===== src/rtl/flprog_pkg.sv =====
package flprog_pkg;

    typedef enum logic [2:0] {
        ST_IDLE,
        ST_STROBE,
        ST_GAP,
        ST_POLL,
        ST_CHECK
    } fsm_t;

    localparam int unsigned STEP_W = 3;

endpackage


===== src/rtl/flprog_cmd.sv =====
module flprog_cmd #(
    parameter int unsigned ADDR_W = 16,
    parameter int unsigned DATA_W = 16,
    parameter int unsigned STEP_W = 3
) (
    input  logic              is_erase,
    input  logic [STEP_W-1:0] step,
    input  logic [ADDR_W-1:0] tgt_addr,
    input  logic [DATA_W-1:0] tgt_data,
    output logic [ADDR_W-1:0] cmd_addr,
    output logic [DATA_W-1:0] cmd_data,
    output logic              cmd_last
);
    localparam logic [ADDR_W-1:0] UNLOCK_HI = ADDR_W'(16'h5555);
    localparam logic [ADDR_W-1:0] UNLOCK_LO = ADDR_W'(16'h2AAA);
    localparam logic [DATA_W-1:0] KEY_A     = DATA_W'(8'hAA);
    localparam logic [DATA_W-1:0] KEY_B     = DATA_W'(8'h55);
    localparam logic [DATA_W-1:0] OP_PROG   = DATA_W'(8'hA0);
    localparam logic [DATA_W-1:0] OP_ERSETUP = DATA_W'(8'h80);
    localparam logic [DATA_W-1:0] OP_MAINERS = DATA_W'(8'h30);
    localparam logic [STEP_W-1:0] LAST_PROG  = STEP_W'(3);
    localparam logic [STEP_W-1:0] LAST_ERASE = STEP_W'(5);

    always_comb begin
        cmd_addr = UNLOCK_HI;
        cmd_data = KEY_A;
        case (step)
            STEP_W'(0): begin cmd_addr = UNLOCK_HI; cmd_data = KEY_A; end
            STEP_W'(1): begin cmd_addr = UNLOCK_LO; cmd_data = KEY_B; end
            STEP_W'(2): begin
                cmd_addr = UNLOCK_HI;
                cmd_data = is_erase ? OP_ERSETUP : OP_PROG;
            end
            STEP_W'(3): begin
                cmd_addr = is_erase ? UNLOCK_HI : tgt_addr;
                cmd_data = is_erase ? KEY_A : tgt_data;
            end
            STEP_W'(4): begin cmd_addr = UNLOCK_LO; cmd_data = KEY_B; end
            STEP_W'(5): begin cmd_addr = UNLOCK_HI; cmd_data = OP_MAINERS; end
            default:    begin cmd_addr = UNLOCK_HI; cmd_data = KEY_A; end
        endcase
        cmd_last = (step == (is_erase ? LAST_ERASE : LAST_PROG));
    end

endmodule


===== src/rtl/flprog_done_det.sv =====
module flprog_done_det #(
    parameter int unsigned DATA_W   = 16,
    parameter int unsigned TOG_BIT  = 6,
    parameter int unsigned POLL_BIT = 7
) (
    input  logic              use_dpoll,
    input  logic [DATA_W-1:0] rdata,
    input  logic              have_prev,
    input  logic              prev_tog,
    input  logic              tgt_poll_bit,
    output logic              complete
);
    logic tog_settled;
    logic poll_match;

    always_comb begin
        tog_settled = have_prev && (rdata[TOG_BIT] == prev_tog);
        poll_match  = (rdata[POLL_BIT] == tgt_poll_bit);
        complete    = use_dpoll ? poll_match : tog_settled;
    end

endmodule


===== src/rtl/flash_word_prog.sv =====
module flash_word_prog
    import flprog_pkg::*;
#(
    parameter int unsigned ADDR_W     = 16,
    parameter int unsigned DATA_W     = 16,
    parameter int unsigned STROBE_CYC = 3,
    parameter int unsigned POLL_LIMIT = 4096
) (
    input  logic              clk,
    input  logic              rst_n,
    input  logic              req_valid,
    output logic              req_ready,
    input  logic              req_erase,
    input  logic              req_dpoll,
    input  logic [ADDR_W-1:0] req_addr,
    input  logic [DATA_W-1:0] req_data,
    output logic              done,
    output logic              err_timeout,
    output logic              err_mismatch,
    output logic [ADDR_W-1:0] fl_addr,
    output logic [DATA_W-1:0] fl_wdata,
    output logic              fl_we,
    output logic              fl_re,
    input  logic [DATA_W-1:0] fl_rdata
);
    localparam int unsigned STRB_W   = $clog2(STROBE_CYC + 1);
    localparam int unsigned POLL_W   = $clog2(POLL_LIMIT + 1);
    localparam int unsigned TOG_BIT  = 6;
    localparam int unsigned POLL_BIT = 7;
    localparam logic [STRB_W-1:0] STRB_END = STRB_W'(STROBE_CYC - 1);
    localparam logic [POLL_W-1:0] POLL_END = POLL_W'(POLL_LIMIT - 1);

    typedef struct packed {
        fsm_t              st;
        logic              erase;
        logic              dpoll;
        logic [ADDR_W-1:0] addr;
        logic [DATA_W-1:0] data;
        logic [STEP_W-1:0] step;
        logic [STRB_W-1:0] scnt;
        logic [POLL_W-1:0] pcnt;
        logic              have_prev;
        logic              prev_tog;
        logic              done;
        logic              tmo;
        logic              mis;
    } regs_t;

    regs_t q, d;

    logic [ADDR_W-1:0] cmd_addr;
    logic [DATA_W-1:0] cmd_data;
    logic              cmd_last;
    logic              complete;

    flprog_cmd #(
        .ADDR_W (ADDR_W),
        .DATA_W (DATA_W),
        .STEP_W (STEP_W)
    ) u_cmd (
        .is_erase (q.erase),
        .step     (q.step),
        .tgt_addr (q.addr),
        .tgt_data (q.data),
        .cmd_addr (cmd_addr),
        .cmd_data (cmd_data),
        .cmd_last (cmd_last)
    );

    flprog_done_det #(
        .DATA_W   (DATA_W),
        .TOG_BIT  (TOG_BIT),
        .POLL_BIT (POLL_BIT)
    ) u_det (
        .use_dpoll    (q.dpoll && !q.erase),
        .rdata        (fl_rdata),
        .have_prev    (q.have_prev),
        .prev_tog     (q.prev_tog),
        .tgt_poll_bit (q.data[POLL_BIT]),
        .complete     (complete)
    );

    always_comb begin
        d      = q;
        d.done = 1'b0;
        d.tmo  = 1'b0;
        d.mis  = 1'b0;
        case (q.st)
            ST_IDLE: begin
                if (req_valid) begin
                    d.st    = ST_STROBE;
                    d.erase = req_erase;
                    d.dpoll = req_dpoll;
                    d.addr  = req_addr;
                    d.data  = req_data;
                    d.step  = '0;
                    d.scnt  = '0;
                end
            end
            ST_STROBE: begin
                if (q.scnt == STRB_END) begin
                    d.st   = ST_GAP;
                    d.scnt = '0;
                end else begin
                    d.scnt = q.scnt + 1'b1;
                end
            end
            ST_GAP: begin
                if (cmd_last) begin
                    d.st        = ST_POLL;
                    d.pcnt      = '0;
                    d.have_prev = 1'b0;
                end else begin
                    d.st   = ST_STROBE;
                    d.step = q.step + 1'b1;
                end
            end
            ST_POLL: begin
                d.have_prev = 1'b1;
                d.prev_tog  = fl_rdata[TOG_BIT];
                if (complete) begin
                    if (q.erase) begin
                        d.st   = ST_IDLE;
                        d.done = 1'b1;
                    end else begin
                        d.st = ST_CHECK;
                    end
                end else if (q.pcnt == POLL_END) begin
                    d.st  = ST_IDLE;
                    d.tmo = 1'b1;
                end else begin
                    d.pcnt = q.pcnt + 1'b1;
                end
            end
            ST_CHECK: begin
                d.st   = ST_IDLE;
                d.done = 1'b1;
                d.mis  = (fl_rdata != q.data);
            end
            default: d.st = ST_IDLE;
        endcase
    end

    always_ff @(posedge clk or negedge rst_n) begin
        if (!rst_n) begin
            q <= '{st: ST_IDLE, default: '0};
        end else begin
            q <= d;
        end
    end

    always_comb begin
        req_ready    = (q.st == ST_IDLE);
        fl_we        = (q.st == ST_STROBE);
        fl_re        = (q.st == ST_POLL) || (q.st == ST_CHECK);
        fl_addr      = ((q.st == ST_STROBE) || (q.st == ST_GAP)) ? cmd_addr : q.addr;
        fl_wdata     = cmd_data;
        done         = q.done;
        err_timeout  = q.tmo;
        err_mismatch = q.mis;
    end

    // the bus never reads and writes at once
    a_r11_strobes_exclusive: assert property (@(posedge clk) disable iff (!rst_n)
        !(fl_we && fl_re));

    // address and data stay put while the strobe is held
    a_r3_hold_during_strobe: assert property (@(posedge clk) disable iff (!rst_n)
        (fl_we && $past(fl_we)) |-> ($stable(fl_addr) && $stable(fl_wdata)));

    // reads begin only after the write strobe has dropped
    a_r4_read_after_write: assert property (@(posedge clk) disable iff (!rst_n)
        $rose(fl_re) |-> $past(!fl_we));

    // ready returns only together with a result pulse
    a_r9_ready_rise_with_result: assert property (@(posedge clk) disable iff (!rst_n)
        $rose(req_ready) |-> (done || err_timeout));

    // an accepted request takes ready low
    a_r9_ready_drop_on_accept: assert property (@(posedge clk) disable iff (!rst_n)
        (req_valid && req_ready) |=> !req_ready);

    // one outcome per operation
    a_r7_single_outcome: assert property (@(posedge clk) disable iff (!rst_n)
        !(done && err_timeout));

    // mismatch is only reported with done
    a_r8_mismatch_with_done: assert property (@(posedge clk) disable iff (!rst_n)
        err_mismatch |-> done);

endmodule


===== config.mk =====
export PLATFORM = sky130hd
export DESIGN_NAME = flash_word_prog
export DESIGN_NICKNAME = d
export VERILOG_FILES = /design/src/rtl/flprog_pkg.sv /design/src/rtl/flprog_cmd.sv /design/src/rtl/flprog_done_det.sv /design/src/rtl/flash_word_prog.sv
export SDC_FILE = /design/constraint.sdc
export NUM_CORES = 1
export LEC_CHECK = 0
export BUFFER_PORTS_ARGS = -buffer_cell sky130_fd_sc_hd__clkbuf_2
export CAP_MARGIN = 20
export CORE_MARGIN = 1.5
export CORE_UTILIZATION = 35
export DETAILED_ROUTE_END_ITERATION = 7
export SYNTH_ARGS = -nofsm -noshare
export SYNTH_HDL_FRONTEND = slang
export SYNTH_SLANG_ARGS = --single-unit

===== constraint.sdc =====
create_clock -name clk -period 3.2 [get_ports clk]
set_input_delay 0.64 -clock clk [delete_from_list [all_inputs] [get_ports clk]]
set_output_delay 0.64 -clock clk [all_outputs]
set_load 0.02 [all_outputs]

After elaboration in Yosys (flattened, before gate mapping)
Cells that the tools add are included.

Input bits: 53. Bits in latches: 0. Memory bits (read-only): 0. Word-level logic and storage cells: 84. Output and inout bits: 38. Memories kept: 0. Register bits after elaboration: 60. Memory bits (writable): 0.

Add/sub/neg operators: 3. Mux-type cells: 30. Reductions and logical operators: 16. $lt $le $gt $ge: 0. $mul: 0. Bitwise logic cells: 0. Equality and inequality tests: 22. Div/mod/pow operators: 0. Shift-type cells: 0.

Operators with widths (number): 16-bit case mux with 4 select lines (1); 16-bit two-way mux (3); 42-bit two-way mux (1); 16-bit case mux with 2 select lines (1); 14-bit case mux with 2 select lines (1); 13-bit two-way mux (2); 3-bit two-way mux (6); 16-bit inequality test (1); 14-bit two-way mux (1); 13-bit by 1-bit adder with 13-bit output, second input constant (1); 13-bit by 12-bit == test with 1-bit output, second input constant (1); 3-bit by 2-bit == test with 1-bit output, second input constant (4); 3-bit case mux with 4 select lines (1); 2-bit inequality test, second input constant (5); 3-bit == test, second input constant (3); 1-bit two-way mux (7); 3-bit by 1-bit == test with 1-bit output, second input constant (2); 6-bit two-way mux (1); 3-bit case mux with 2 select lines (1); 2-bit AND reduction (3); 3-bit AND reduction (2); 2-bit nonzero test (3); 2-bit two-way mux (2); 2-bit case mux with 2 select lines (1); other kinds (14) (17).

Logic depth before layout (Yosys ltp)
Depth after elaboration: 5. Mapped depth: 8. Mapped depth without buffers: 6.

Hierarchy
From an unflattened synthesis, not the netlist that was laid out.

Cells, all modules: 346. Area, all modules: 3519.6 µm².

By module, submodules not included: flash_word_prog (sequential area each 1501.4 µm², cells an instance 256, times used 1, area each 3000.4 µm²); flprog_cmd (sequential area each 0.0 µm², cells an instance 86, times used 1, area each 486.7 µm²); flprog_done_det (sequential area each 0.0 µm², cells an instance 4, times used 1, area each 32.5 µm²).

Worst setup path after synthesis
Ideal clock, no wire load.

Path kind: register to output. Start point: reg q[20] in the netlist's numbering. End point: out fl_addr[11]. Slack: 857 ps. Required time: 2560 ps. Arrival: 1703 ps. Stages on the path, launching flop included: 7. Buffers on the path: 1. Cell sequence: dfrtp_1 > ha_1 > ha_1 > nor2b_1 > or2_2 > clkbuf_1 > a21o_1.

Longest elaborated chain between the ends: 4. Elaborated cells between the ends (all ways): 6. Those cells by class: eq/ne: 3; mux: 2; reduce/logical: 1.

RTL lines: start, declared (line flash_word_prog.sv:49) `regs_t q, d;`; start signal, assigned (line flash_word_prog.sv:146) `q <= '{st: ST_IDLE, default: '0};`; start signal, assigned (line flash_word_prog.sv:148) `q <= d;`; 3-bit by 1-bit == test with 1-bit output or 3-bit == test (tied branches) (line flprog_cmd.sv:27) `case (step)`; 2-bit OR reduction (no line); 16-bit case mux with 2 select lines * (line flprog_cmd.sv:27); 16-bit two-way mux * (line flash_word_prog.sv:156) `fl_addr = ((q.st == ST_STROBE) || (q.st == ST_GAP)) ? cmd_addr : q.addr;`; end, declared (line flash_word_prog.sv:20) `output logic [ADDR_W-1:0] fl_addr,`.

Mark *: on every way between the ends. The rest lies on a longest branch, timed or not.

Worst setup path after layout
Start point: reg q[20] in the netlist's numbering. End point: out fl_wdata[6].

Longest elaborated chain between the ends: 3. Elaborated cells between the ends (all ways): 7. Those cells by class: eq/ne: 5; mux: 1; reduce/logical: 1.

RTL lines: 3-bit by 1-bit == test with 1-bit output or 3-bit == test (tied branches) (line flprog_cmd.sv:27); 2-bit OR reduction (no line); 16-bit case mux with 4 select lines * (line flprog_cmd.sv:27); end, declared (line flash_word_prog.sv:21) `output logic [DATA_W-1:0] fl_wdata,`.

Marked as above.

==> results.md <==
Logic synthesis:
- After synthesis the netlist holds a flip-flop and latch count of 60.
- When the netlist entered floorplanning its net count stood at 371.
- Summing every instance area after synthesis gives 3281 sq um.
- Among all flip-flop cells after synthesis, the most frequent one is dfrtp_1.
- After synthesis, the cell types taking the most area are dfrtp_1, mux2_2, xnor2_1, o31ai_1, nand2_1.
- The instance count of the mapped netlist is 312.
- The async set-reset flop share out of synthesis is 100.0%.
- The number of different library cells used by synthesis comes to 48.
- The number of synthesis warnings is 0.
- The share of the Yosys chip area taken by registers is 45.77%.
- The top cell type by area accounts for 45.77% of the synthesized area.
- Counting flops with a built-in enable in the synthesized netlist gives 0.
- The biggest area contributor in the post-synthesis netlist is dfrtp_1.
- Each instance of the synthesized netlist takes up on average 10.51 sq um.

Drt:
- For this block, the via count after detailed routing is 2694.
- The first routing iteration left 162 violations.
- The antenna violation net count after detailed routing is 0.
- In the routed layout, each cell is associated on average with a via count of 5.211.
- After detailed routing, the average wire length per cell comes to 15.19 um.
- In the routed design, unresolved DRC markers number 0.
- Before antenna repair, the detailed router went through 4 iterations.
- The final wirelength is 7854 um.

Placement:
- The total of buffers placed on input and output ports is 90.
- Summing all placed instances gives a cell area of 3800 sq um.
- The congestion estimate from routability-driven global placement came to 0.8774.
- The HPWL reported at the end of detailed placement is 5788 um.

Run:
- Max-cap violations in this run came to 0.

Worst setup path:
- Along the worst path, the maximum fanout reaches 8.
- The worst stage delay on the critical path is 0.48 ns.
- The data required time at the worst endpoint is 2.56 ns.
- The critical path goes through ha_1 > ha_1 > nor2b_1 > buf_4 > nand2_1 > a21oi_1 > clkbuf_2.
- The critical path capture point type is a primary output.
- The arrival time at the worst endpoint is 2.35 ns.
- The type of element launching the critical path is a flop.
- The cell type of the slowest stage on the worst timing path is dfrtp_1.
- The worst setup path is of the flop to primary output kind.
- In this design, the critical path's most frequently occurring cell is ha_1.

Timing:
- In the final timing run, aggregate negative setup slack is 0 ns.
- The worst path in the final design needs a cycle of 2.993 ns, including I/O delays and setup.
- The transition time at the pin with the least slew margin is 0.5561 ns.
- The max-slew violation total from the final report is 0.
- The maximum achievable frequency is 334.1 MHz.
- The count of final setup violators is 0.
- Setup repair after global routing left no endpoint under its margin.
- Measured against its own limit, the worst slew margin works out to 62.81%.
- The count of endpoints failing hold in the final timing report is 0.
- On the final layout, the worst clock skew is 0.006978 ns.
- The part of the cycle the worst path needs is 93.53%.

Global routing:
- The global-route wire length before repair is 12700 um.
- The global router's overall resource usage is 16.30%.
- The remaining global-route overflow is 0.
- The maximum number of pins on one net before global-route repair is 35.
- The number of antenna violations at the first check in global routing came to 0.
- The number of global-route vias before repair was 2634.

Die:
- The die is 99.82 um wide.
- The height of the die is 99.82 um.
- The die covers 9963 sq um.
- The initial utilization of the core area, before any placement, comes to 35.84%.
- The I/O pin count is 91.
- The site row count is 35.
- The placeable core region is 9153 sq um.

Finish:
- In the final layout, the share of cells above drive strength 1 is 39.16%.
- The number of nets at the end of the flow is 460.
- The sequential cells in the finished layout cover a total of 1501 sq um.
- The finished cells cover 4010 sq um.
- The number of antenna diodes in the final layout is 0.
- The filler cells instantiated in the layout total 878.
- The layout overhead on the synthesized area is 22.24%.
- The multi-input combinational cell area is 1642 sq um.

Power and ir drop:
- IR analysis of the VDD net gives a maximum drop of 0.0004862 V.
- For this design the static power due to leakage is 1.900 nW.
- The power per cell area is 934.3 nW/um^2.

Min path:
- The tightest min-delay check is of the input pin to async pin type.

Status:
- The flow ran to the end, and the final reports show no timing, DRC or antenna violations.

Clock tree:
- In this run, post-CTS hold repair placed 0 buffers.
- The clock transition at the registers of the reported paths is 0.08 ns.
- Clock tree synthesis inserted a total of 9 buffers.
- The number of setup buffers added after CTS is 0.
- The tree is rooted in a clkbuf_8.
- The source-to-sink clock delay at the later pin of the worst-skew pair is 0.35 ns.
- The CTS tree is yes.
- For this design, the sink count on the clock tree is 60.
- Gates resized during post-CTS repair numbered 0.
- The H-tree was split into 3 levels.
- The number of buffers between clock root and the deepest sink is 2.
==> state kept, by name, summed over array words and instances (netlist names) <==
name / flops
done: 1
err_mismatch: 1
err_timeout: 1
q: 57
==> synthesized netlist by cell type (4+ instances only) <==
cell type and n:
nand4_1 7, inv_1 8, buf_4 4, o21ai_0 17, mux2_2 35, a21oi_1 10, a31oi_1 5, nand3_1 9
dfrtp_1 60, and3_1 9, o31ai_1 13, buf_2 5, xnor2_1 17, nand2_1 25, o21a_1 8, nor2_1 15
ha_1 6, nand2b_1 4, clkbuf_1 6, a21o_1 9
==> cells by family (layout without fill, tap and decap cells) <==
logic type | Yosys count | count (layout) | synth area share [%]
mux | 36 | 36 | 12.32
simple gates | 91 | 91 | 14.80
compound gates | 75 | 75 | 15.83
flops | 60 | 60 | 45.77
buf+inv | 26 | 120 | 4.195
xor+xnor | 18 | 18 | 4.805
fa+ha+maj | 6 | 6 | 2.288
==> critical path, delay by kind of cell (launching register included) <==
family	cells	cell delay (ns)
DFF	1	0.48
and+or+nand+nor	2	0.48
buffers and inverters	2	0.43
adders and majority gates	2	0.43
AOI/OAI and AO/OA	1	0.18
==> through the flow <==
stage / setup slack (ns) / utilization [%] / power (W) / instances / hold WS (ns)
finish: 0.2072 / 43.81 / 0.003747 / 517 / 0.1315
global route: 0.01066 / 43.81 / 0.003986 / 517 / 0.1362
CTS: 0.1956 / 43.76 / 0.003781 / 516 / 0.1187
detailed placement: 0.6061 / 41.52 / 0.003040 / 500 / 0.4674
global placement: 0.5823 / 41.52 / 0.003004 / 500 / 0.4643
floorplan: 0.8567 / - / 0.002551 / 312 / 0.3444
==> routing by layer <==
layer / GRT usage, % / wire length [um]
met5: 0 / 0
met4: 7.259 / 123
met3: 4.666 / 552
met2: 24.49 / 3536
met1: 21.92 / 3642
==> report_power, final <==
group,switching [W],internal (W)
Sequential,0.000264,0.00104
Combinational,0.000963,0.000756
Clock,0.000354,0.000372
==> cell usage in the layout, fill, tap and decap left out, types with 4 or more instances in the layout <==
master / n
clkbuf_2: 91
dfrtp_1: 60
mux2_2: 35
nand2_1: 25
o21ai_0: 17
xnor2_1: 17
nor2_1: 15
o31ai_1: 13
a21oi_1: 10
and3_1: 9
nand3_1: 9
a21o_1: 9
clkbuf_8: 9
inv_1: 8
o21a_1: 8
nand4_1: 7
ha_1: 6
a31oi_1: 5
buf_4: 5
nand2b_1: 4
inv_6: 4
==> worst paths after layout <==
check	slack (ns)	from	depth (start not counted)	end
worst max-delay path	0.21	q[20]	7	fl_wdata[6]
min in group clk	0.50	q[4]	2	q[4]
worst max register to register	1.05	q[56]	5	q[8]
max in group asynchronous	2.41	rst_n	2	q[30]
worst min register to register	0.50	q[4]	2	q[4]
worst min-delay path	0.13	rst_n	1	q[47]
==> final cells by class <==
class / instances / area share (%)
well taps: 111 / 3.463
inverters: 8 / 0.7488
clock inverters: 7 / 2.028
repair buffers: 96 / 12.29
clock buffers: 9 / 3.089
multi-input cells: 226 / 40.94
flip-flops and latches: 60 / 37.44
No activity file was read; power rests on OpenSTA's default activity.
